==> config.mk <==
export PLATFORM = sky130hd
export DESIGN_NAME = dual_timer_irq
export DESIGN_NICKNAME = d
export VERILOG_FILES = /design/src/rtl/tmr_pkg.sv /design/src/rtl/tmr_channel.sv /design/src/rtl/tmr_irq_unit.sv /design/src/rtl/tmr_free_time.sv /design/src/rtl/dual_timer_irq.sv
export SDC_FILE = /design/constraint.sdc
export NUM_CORES = 1
export LEC_CHECK = 0
export BUFFER_PORTS_ARGS = -buffer_cell sky130_fd_sc_hd__buf_2
export CORE_UTILIZATION = 55
export DETAILED_ROUTE_END_ITERATION = 7
export GPL_TIMING_DRIVEN = 0
export PLACE_DENSITY = 0.74
export SYNTH_ARGS = -nofsm -noshare
export SYNTH_HDL_FRONTEND = slang
export SYNTH_SLANG_ARGS = --single-unit
==> constraint.sdc <==
create_clock -name clk -period 4.55 [get_ports clk]
set_input_delay 1.365 -clock clk [delete_from_list [all_inputs] [get_ports clk]]
set_output_delay 1.365 -clock clk [all_outputs]
set_load 0.02 [all_outputs]
==> src/rtl/tmr_pkg.sv <==
package tmr_pkg;

    localparam int DW      = 32;
    localparam int AW      = 8;
    localparam int OP_W    = 2;
    localparam int SRC_W   = 3;
    localparam int N_RATES = 4;
    localparam int CTRL_W  = OP_W + SRC_W;

    // Per-timer offsets, replicated at a fixed stride
    localparam int OFS_DIV    = 'h00;
    localparam int OFS_CNT    = 'h04;
    localparam int OFS_CTRL   = 'h08;
    localparam int TMR_STRIDE = 'h10;

    // Shared registers
    localparam int OFS_TIME = 'h38;
    localparam int OFS_MASK = 'h48;
    localparam int OFS_ACK  = 'h4C;
    localparam int OFS_RAW  = 'h50;
    localparam int OFS_MSKD = 'h54;

    typedef enum logic [OP_W-1:0] {
        OP_LOAD = 2'd0,
        OP_HOLD = 2'd1,
        OP_RUN  = 2'd2,
        OP_BAD  = 2'd3
    } tmr_op_e;

    typedef struct packed {
        logic [SRC_W-1:0] src;
        tmr_op_e          op;
    } tmr_ctrl_t;

    // Source codes 0 (disabled), 1 (external) and 4..7 (rates) are defined
    function automatic logic src_legal(input logic [SRC_W-1:0] s);
        return s[2] || (s == 3'd0) || (s == 3'd1);
    endfunction

    function automatic logic src_tick(input logic [SRC_W-1:0] s,
                                      input logic [N_RATES-1:0] rates,
                                      input logic ext);
        logic t;
        t = 1'b0;
        if (s[2])
            t = rates[s[1:0]];
        else if (s == 3'd1)
            t = ext;
        return t;
    endfunction

endpackage

==> src/rtl/tmr_channel.sv <==
module tmr_channel
    import tmr_pkg::*;
#(
    parameter int W = DW
) (
    input  logic               clk,
    input  logic               rst,
    input  logic               div_we,
    input  logic [W-1:0]       div_wdata,
    input  logic               ctrl_we,
    input  tmr_ctrl_t          ctrl_wdata,
    input  logic [N_RATES-1:0] rate_tick,
    input  logic               ext_tick,
    output logic [W-1:0]       div_q,
    output tmr_ctrl_t          ctrl_q,
    output logic [W-1:0]       cnt_q,
    output logic               expire
);

    logic running_q;
    logic sel_tick;
    logic at_end;

    assign sel_tick = src_tick(ctrl_q.src, rate_tick, ext_tick);
    assign at_end   = (cnt_q <= W'(1));
    // A control write in the same cycle takes priority over a strobe
    assign expire   = running_q && sel_tick && !ctrl_we && at_end;

    always_ff @(posedge clk) begin
        if (rst) begin
            div_q     <= '0;
            ctrl_q    <= '{src: '0, op: OP_LOAD};
            cnt_q     <= '0;
            running_q <= 1'b0;
        end else begin
            if (div_we)
                div_q <= div_wdata;

            if (ctrl_we) begin
                ctrl_q <= ctrl_wdata;
                unique case (ctrl_wdata.op)
                    OP_LOAD: begin
                        cnt_q     <= div_q;
                        running_q <= 1'b0;
                    end
                    OP_RUN:  running_q <= src_legal(ctrl_wdata.src);
                    default: running_q <= 1'b0;
                endcase
            end else if (running_q && sel_tick) begin
                if (at_end)
                    cnt_q <= div_q;
                else
                    cnt_q <= cnt_q - W'(1);
            end
        end
    end

endmodule

==> src/rtl/tmr_irq_unit.sv <==
module tmr_irq_unit #(
    parameter int N = 2
) (
    input  logic         clk,
    input  logic         rst,
    input  logic [N-1:0] expire,
    input  logic         mask_we,
    input  logic         ack_we,
    input  logic [N-1:0] wdata,
    output logic [N-1:0] raw_q,
    output logic [N-1:0] mask_q,
    output logic [N-1:0] masked,
    output logic         irq
);

    logic [N-1:0] ack_pulse;

    // The acknowledge exists only for the write cycle; nothing is stored
    assign ack_pulse = ack_we ? wdata : '0;
    assign masked    = raw_q & mask_q;
    assign irq       = |masked;

    always_ff @(posedge clk) begin
        if (rst) begin
            raw_q  <= '0;
            mask_q <= '0;
        end else begin
            raw_q <= (raw_q & ~ack_pulse) | expire;
            if (mask_we)
                mask_q <= wdata;
        end
    end

endmodule

==> src/rtl/tmr_free_time.sv <==
module tmr_free_time #(
    parameter int W = 32
) (
    input  logic         clk,
    input  logic         rst,
    input  logic         tick,
    output logic [W-1:0] time_q
);

    always_ff @(posedge clk) begin
        if (rst)
            time_q <= '0;
        else if (tick)
            time_q <= time_q + W'(1);
    end

endmodule

==> src/rtl/dual_timer_irq.sv <==
module dual_timer_irq
    import tmr_pkg::*;
#(
    parameter int NUM_TMR = 2,
    parameter int DATA_W  = DW,
    parameter int ADDR_W  = AW
) (
    input  logic                clk,
    input  logic                rst,
    input  logic [ADDR_W-1:0]   bus_addr,
    input  logic                bus_wr,
    input  logic [DATA_W-1:0]   bus_wdata,
    output logic [DATA_W-1:0]   bus_rdata,
    input  logic [N_RATES-1:0]  rate_tick,
    input  logic                ext_tick,
    input  logic                time_tick,
    output logic                irq
);

    localparam int PAD_CTRL = DATA_W - CTRL_W;
    localparam int PAD_IRQ  = DATA_W - NUM_TMR;

    logic [NUM_TMR-1:0][DATA_W-1:0] div_q;
    logic [NUM_TMR-1:0][DATA_W-1:0] cnt_q;
    tmr_ctrl_t [NUM_TMR-1:0]        ctrl_q;
    logic [NUM_TMR-1:0]             expire;
    logic [NUM_TMR-1:0]             raw_q;
    logic [NUM_TMR-1:0]             mask_q;
    logic [NUM_TMR-1:0]             masked;
    logic [DATA_W-1:0]              time_q;

    logic mask_we;
    logic ack_we;

    assign mask_we = bus_wr && (bus_addr == ADDR_W'(OFS_MASK));
    assign ack_we  = bus_wr && (bus_addr == ADDR_W'(OFS_ACK));

    for (genvar i = 0; i < NUM_TMR; i++) begin : g_tmr
        localparam logic [ADDR_W-1:0] A_DIV  = ADDR_W'(TMR_STRIDE * i + OFS_DIV);
        localparam logic [ADDR_W-1:0] A_CTRL = ADDR_W'(TMR_STRIDE * i + OFS_CTRL);

        tmr_channel #(.W(DATA_W)) u_chan (
            .clk        (clk),
            .rst        (rst),
            .div_we     (bus_wr && (bus_addr == A_DIV)),
            .div_wdata  (bus_wdata),
            .ctrl_we    (bus_wr && (bus_addr == A_CTRL)),
            .ctrl_wdata (tmr_ctrl_t'(bus_wdata[CTRL_W-1:0])),
            .rate_tick  (rate_tick),
            .ext_tick   (ext_tick),
            .div_q      (div_q[i]),
            .ctrl_q     (ctrl_q[i]),
            .cnt_q      (cnt_q[i]),
            .expire     (expire[i])
        );
    end

    tmr_irq_unit #(.N(NUM_TMR)) u_irq (
        .clk     (clk),
        .rst     (rst),
        .expire  (expire),
        .mask_we (mask_we),
        .ack_we  (ack_we),
        .wdata   (bus_wdata[NUM_TMR-1:0]),
        .raw_q   (raw_q),
        .mask_q  (mask_q),
        .masked  (masked),
        .irq     (irq)
    );

    tmr_free_time #(.W(DATA_W)) u_time (
        .clk    (clk),
        .rst    (rst),
        .tick   (time_tick),
        .time_q (time_q)
    );

    always_comb begin
        bus_rdata = '0;
        unique case (bus_addr)
            ADDR_W'(OFS_TIME): bus_rdata = time_q;
            ADDR_W'(OFS_MASK): bus_rdata = {{PAD_IRQ{1'b0}}, mask_q};
            ADDR_W'(OFS_RAW):  bus_rdata = {{PAD_IRQ{1'b0}}, raw_q};
            ADDR_W'(OFS_MSKD): bus_rdata = {{PAD_IRQ{1'b0}}, masked};
            default:           bus_rdata = '0;
        endcase
        for (int i = 0; i < NUM_TMR; i++) begin
            if (bus_addr == ADDR_W'(TMR_STRIDE * i + OFS_DIV))
                bus_rdata = div_q[i];
            if (bus_addr == ADDR_W'(TMR_STRIDE * i + OFS_CNT))
                bus_rdata = cnt_q[i];
            if (bus_addr == ADDR_W'(TMR_STRIDE * i + OFS_CTRL))
                bus_rdata = {{PAD_CTRL{1'b0}}, ctrl_q[i]};
        end
    end

endmodule

==> out/qor.log <==
INFO  run_status     outcome=complete, but fails checks
INFO  run_status     failed_checks=setup timing
INFO  critical_path  crit_path_end_kind=output port
INFO  global_route   grt_pass1_wl=53500µm
INFO  timing         timing.final.crit_share=101%
INFO  worst_hold_path holdCritPathClass=reg -> reg
INFO  timing         final_hold_viol_count=0
INFO  critical_path  timing.rr.start=g_tmr[0].u_chan.cnt_q[0]
INFO  global_route   grt_max_degree=17
INFO  job            timing.max_cap.violations=0
INFO  synth          synthFlopType=sky130_fd_sc_hd__dfxtp_1
INFO  cts            clkLatencyLatePin=440ps
INFO  synth          synth_edf_count=0
INFO  cells_and_area area_overhead_vs_synth=16.5%
INFO  critical_path  crit_required=3180ps
INFO  global_route   gr-usage-all-layers=39.1%
INFO  critical_path  worstPathBufferInverterCount=3
INFO  critical_path  crit_path_max_incr_delay=570ps
INFO  critical_path  worstSetupStartpointType=input pin
INFO  timing         timing.final.setup_violations=2
INFO  timing         min_period=4580ps
INFO  cts            cts-root-buf=sky130_fd_sc_hd__clkbuf_16
INFO  critical_path  ordered_list_of_cells_on_the_worst_path=buf_8 > or4b_4 > nor3_4 > buf_8 > nand2_4 > a22oi_2 > o22ai_1 > nand2_1 > buf_6
INFO  floorplan      io_pins=82
INFO  detailed_routing detail_route.wl_per_cell=22.0µm
INFO  detailed_routing via_per_inst=6.52
INFO  critical_path  rr_worst_depth=5
INFO  placed_design  gp_routability_congestion=1.03
INFO  cells_and_area number_of_nets_in_the_layout=1444
INFO  global_route   via_count_of_the_first_global_routing_pass=9334
INFO  cts            cts.path.max_buffers=2
INFO  detailed_routing drt-initial-drc-count=1425
INFO  floorplan      die_width=135µm
INFO  timing         slew_viol_final=0
INFO  cts            clock_sink_count=176
INFO  synth          syn_avg_cell_area=7.57µm²
INFO  global_route   antenna_found_initial=1
INFO  detailed_routing ant_nets=0
INFO  floorplan      fp.coreArea=17300µm²
INFO  synth          syn-instance-count=1283
INFO  cts            htree_levels=4
INFO  cells_and_area stdcell_count=1626
INFO  floorplan      floorplan.initialDensity=56.1%
INFO  cts            clk_pin_slew=70ps
INFO  floorplan      placement_rows=48
INFO  timing         grt_setup_unrepaired=yes
INFO  timing         max_clock_freq=218MHz
INFO  detailed_routing final_routed_wirelength_across_all_metal_layers=35700µm
INFO  critical_path  crit_fanout=5
INFO  critical_path  crit_path_top_delay_cell=sky130_fd_sc_hd__or4b_4
INFO  power          total_leakage_power=4.21nW
INFO  synth          postSynthNetCount=1337
INFO  placed_design  post-place-ws=-703ps
INFO  detailed_routing via_count=10600
INFO  critical_path  worst_r2r_endpoint=g_tmr[0].u_chan.cnt_q[29]
INFO  placed_design  placed_instance_count=1585
INFO  synth          synth_async_sr_flop_share=0%
INFO  critical_path  critPathTopFamily=simple AND/OR/NAND/NOR gates
INFO  critical_path  worst_case_register_to_register_setup_slack=1590ps
INFO  synth          syn_area=9710µm²
INFO  timing         post-route-worst-setup-slack=-28.1ps
INFO  timing         timing.clock.skew=13.9ps
INFO  placed_design  port_buffers=77
INFO  critical_path  worst_path_most_repeated_cell=sky130_fd_sc_hd__buf_8
INFO  worst_hold_path worstHoldStart=g_tmr[0].u_chan.ctrl_q[1]
INFO  timing         timing.slew.headroom=20.6%
INFO  critical_path  arrival=3210ps
INFO  timing         worst-slew-pin-transition=1180ps
INFO  critical_path  worst_setup_path_class=in -> out
INFO  power          design_power_total=3.27mW
INFO  synth          synth.ff_latch_count=176
INFO  floorplan      overall_die_height=135µm
INFO  cts            numCtsBuffers=17
INFO  power          power-per-cell-area=289nW/µm²
INFO  placed_design  dp_hpwl=26600µm
INFO  worst_hold_path worst_hold_path.endpoint=g_tmr[0].u_chan.ctrl_q[1]
INFO  cells_and_area postLayoutCoreUtil=65.4%
INFO  detailed_routing detailedRoute.firstPassIterationCount=7
INFO  cells_and_area antenna-diode-count=0
INFO  synth          count_of_different_cell_masters_after_synthesis=77
INFO  synth          yosysWarnings=0
INFO  floorplan      fp.dieArea=18200µm²
INFO  synth          synth_sequential_area_ratio=36.3%
INFO  power          power.ir.vdd_worst=0.285mV
INFO  global_route   global_route.overflow_total=0
INFO  detailed_routing drc_errors=0
INFO  worst_hold_path min_path_cells=2
INFO  timing         sum_of_negative_setup_slack=-32.2ps
INFO  cells_and_area share_of_layout_cells_above_drive_strength_1=13.7%
INFO  cts            tritoncts_clock_tree=yes
==> Yosys cell counts (7+ instances only) <==
library cell,instances,share of area (%)
sky130_fd_sc_hd__xor2_1,23,2.1
sky130_fd_sc_hd__a21oi_1,145,7.5
sky130_fd_sc_hd__nor4_1,24,1.5
sky130_fd_sc_hd__nand4_1,12,0.77
sky130_fd_sc_hd__o22ai_1,12,0.77
sky130_fd_sc_hd__mux2i_1,29,3.0
sky130_fd_sc_hd__dfxtp_1,176,36
sky130_fd_sc_hd__nor2_1,89,3.4
sky130_fd_sc_hd__nor4b_1,7,0.63
sky130_fd_sc_hd__or2_2,9,0.58
sky130_fd_sc_hd__o21ai_0,54,2.8
sky130_fd_sc_hd__o211ai_1,17,1.3
sky130_fd_sc_hd__and3_1,13,0.84
sky130_fd_sc_hd__or3_1,15,0.97
sky130_fd_sc_hd__nand3_1,42,2.2
sky130_fd_sc_hd__clkbuf_1,70,2.7
sky130_fd_sc_hd__buf_2,13,0.67
sky130_fd_sc_hd__inv_1,39,1.5
sky130_fd_sc_hd__o32ai_1,28,2.5
sky130_fd_sc_hd__or4_1,7,0.54
sky130_fd_sc_hd__nand2b_1,7,0.45
sky130_fd_sc_hd__a22oi_1,35,2.7
sky130_fd_sc_hd__a222oi_1,27,2.8
sky130_fd_sc_hd__nand2_1,241,9.3
sky130_fd_sc_hd__a31oi_1,8,0.52
sky130_fd_sc_hd__nor3_1,43,2.2
==> flip-flops by register name (all words and copies together), names as in the netlist <==
signal / flops
g_tmr.u_chan.cnt_q: 64
g_tmr.u_chan.div_q: 64
u_time.time_q: 32
g_tmr.u_chan.ctrl_q: 10
g_tmr.u_chan.running_q: 2
u_irq.mask_q: 2
u_irq.raw_q: 2
==> tightest hold or removal path: stages, from the launching register on <==
cell and delay (ps):
sky130_fd_sc_hd__dfxtp_1 320, sky130_fd_sc_hd__nand2_1 60, sky130_fd_sc_hd__a21oi_1 50
==> placed cells by master (no fill, tap or decap), types with 8 or more instances in the layout <==
master	count
sky130_fd_sc_hd__nand2_1	240
sky130_fd_sc_hd__dfxtp_1	176
sky130_fd_sc_hd__a21oi_1	142
sky130_fd_sc_hd__buf_2	85
sky130_fd_sc_hd__nor2_1	81
sky130_fd_sc_hd__clkbuf_1	58
sky130_fd_sc_hd__o21ai_0	53
sky130_fd_sc_hd__nor3_1	42
sky130_fd_sc_hd__inv_1	39
sky130_fd_sc_hd__nand3_1	39
sky130_fd_sc_hd__a22oi_1	34
sky130_fd_sc_hd__mux2i_1	29
sky130_fd_sc_hd__o32ai_1	28
sky130_fd_sc_hd__a222oi_1	27
sky130_fd_sc_hd__nor4_1	24
sky130_fd_sc_hd__xor2_1	23
sky130_fd_sc_hd__clkbuf_16	18
sky130_fd_sc_hd__o211ai_1	17
sky130_fd_sc_hd__buf_4	15
sky130_fd_sc_hd__or3_1	15
sky130_fd_sc_hd__and3_1	13
sky130_fd_sc_hd__o22ai_1	12
sky130_fd_sc_hd__nand4_1	12
sky130_fd_sc_hd__or2_2	9
sky130_fd_sc_hd__a31oi_1	8
==> logic make-up (layout without fill, tap and decap cells) <==
| group | Yosys count | in the layout | share of synthesized area, % |
|---|---|---|---|
| xor+xnor | 28 | 28 | 2.53 |
| mux | 30 | 30 | 3.11 |
| buf+inv | 128 | 246 | 5.35 |
| fa+ha+maj | 5 | 5 | 0.644 |
| compound gates | 369 | 369 | 24.7 |
| simple gates | 547 | 547 | 27.4 |
| flops | 176 | 176 | 36.3 |
==> through the flow <==
| stage | hold WS (ps) | instance area [µm²] |
|---|---|---|
| floorplan | 432 | 9710 |
| global placement | 441 | 10400 |
| detailed placement | 455 | 10400 |
| CTS | 465 | 11100 |
| global route | 494 | 11300 |
| finish | 470 | 11300 |
==> area by class of cell <==
type                    count  area, µm²
fillers                  1558       5980
multi-input cells         979       5810
flip-flops and latches    176       3520
repair buffers             88        522
clock buffers              21        460
plain buffers              89        415
well taps                 225        282
clock inverters             9        159
inverters                  39        146
==> repair_timing <==
action	in CTS	in global routing
gates cloned	0	1
endpoints found under the setup margin	32	25
gates resized for setup	31	49
buffers inserted	5	5
pin swaps	7	10
hold buffers	0	0
==> routing by layer <==
metal | GRT usage [%] | vias to the layer above | routed length (µm)
met4 | 16.2 | 2 | 1160
met1 | 55.7 | 4949 | 15500
li1 | - | 4924 | -
met5 | 0 | - | 11
met2 | 58.4 | 642 | 15500
met3 | 6.49 | 85 | 3620
==> report_power, final <==
group	switching [mW]	total [mW]	internal, mW	leakage [nW]
combinational	0.0935	0.131	0.0379	2.50
sequential	0.00379	1.55	1.54	1.42
clock	0.644	1.59	0.945	0.299
==> how the worst max path moves through the flow <==
stage               cells past startpoint        start  slack [ps]             to
finish                                  9  bus_addr[2]         -30   bus_rdata[4]
global route                            9  bus_addr[2]         -30   bus_rdata[4]
CTS                                     8  bus_addr[1]         0.4   bus_rdata[0]
detailed placement                      8  bus_addr[1]        -700  bus_rdata[15]
global placement                        8  bus_addr[1]        -710  bus_rdata[15]
floorplan                               6  bus_addr[1]          80  bus_rdata[11]
(Power assumes the default switching activity.)
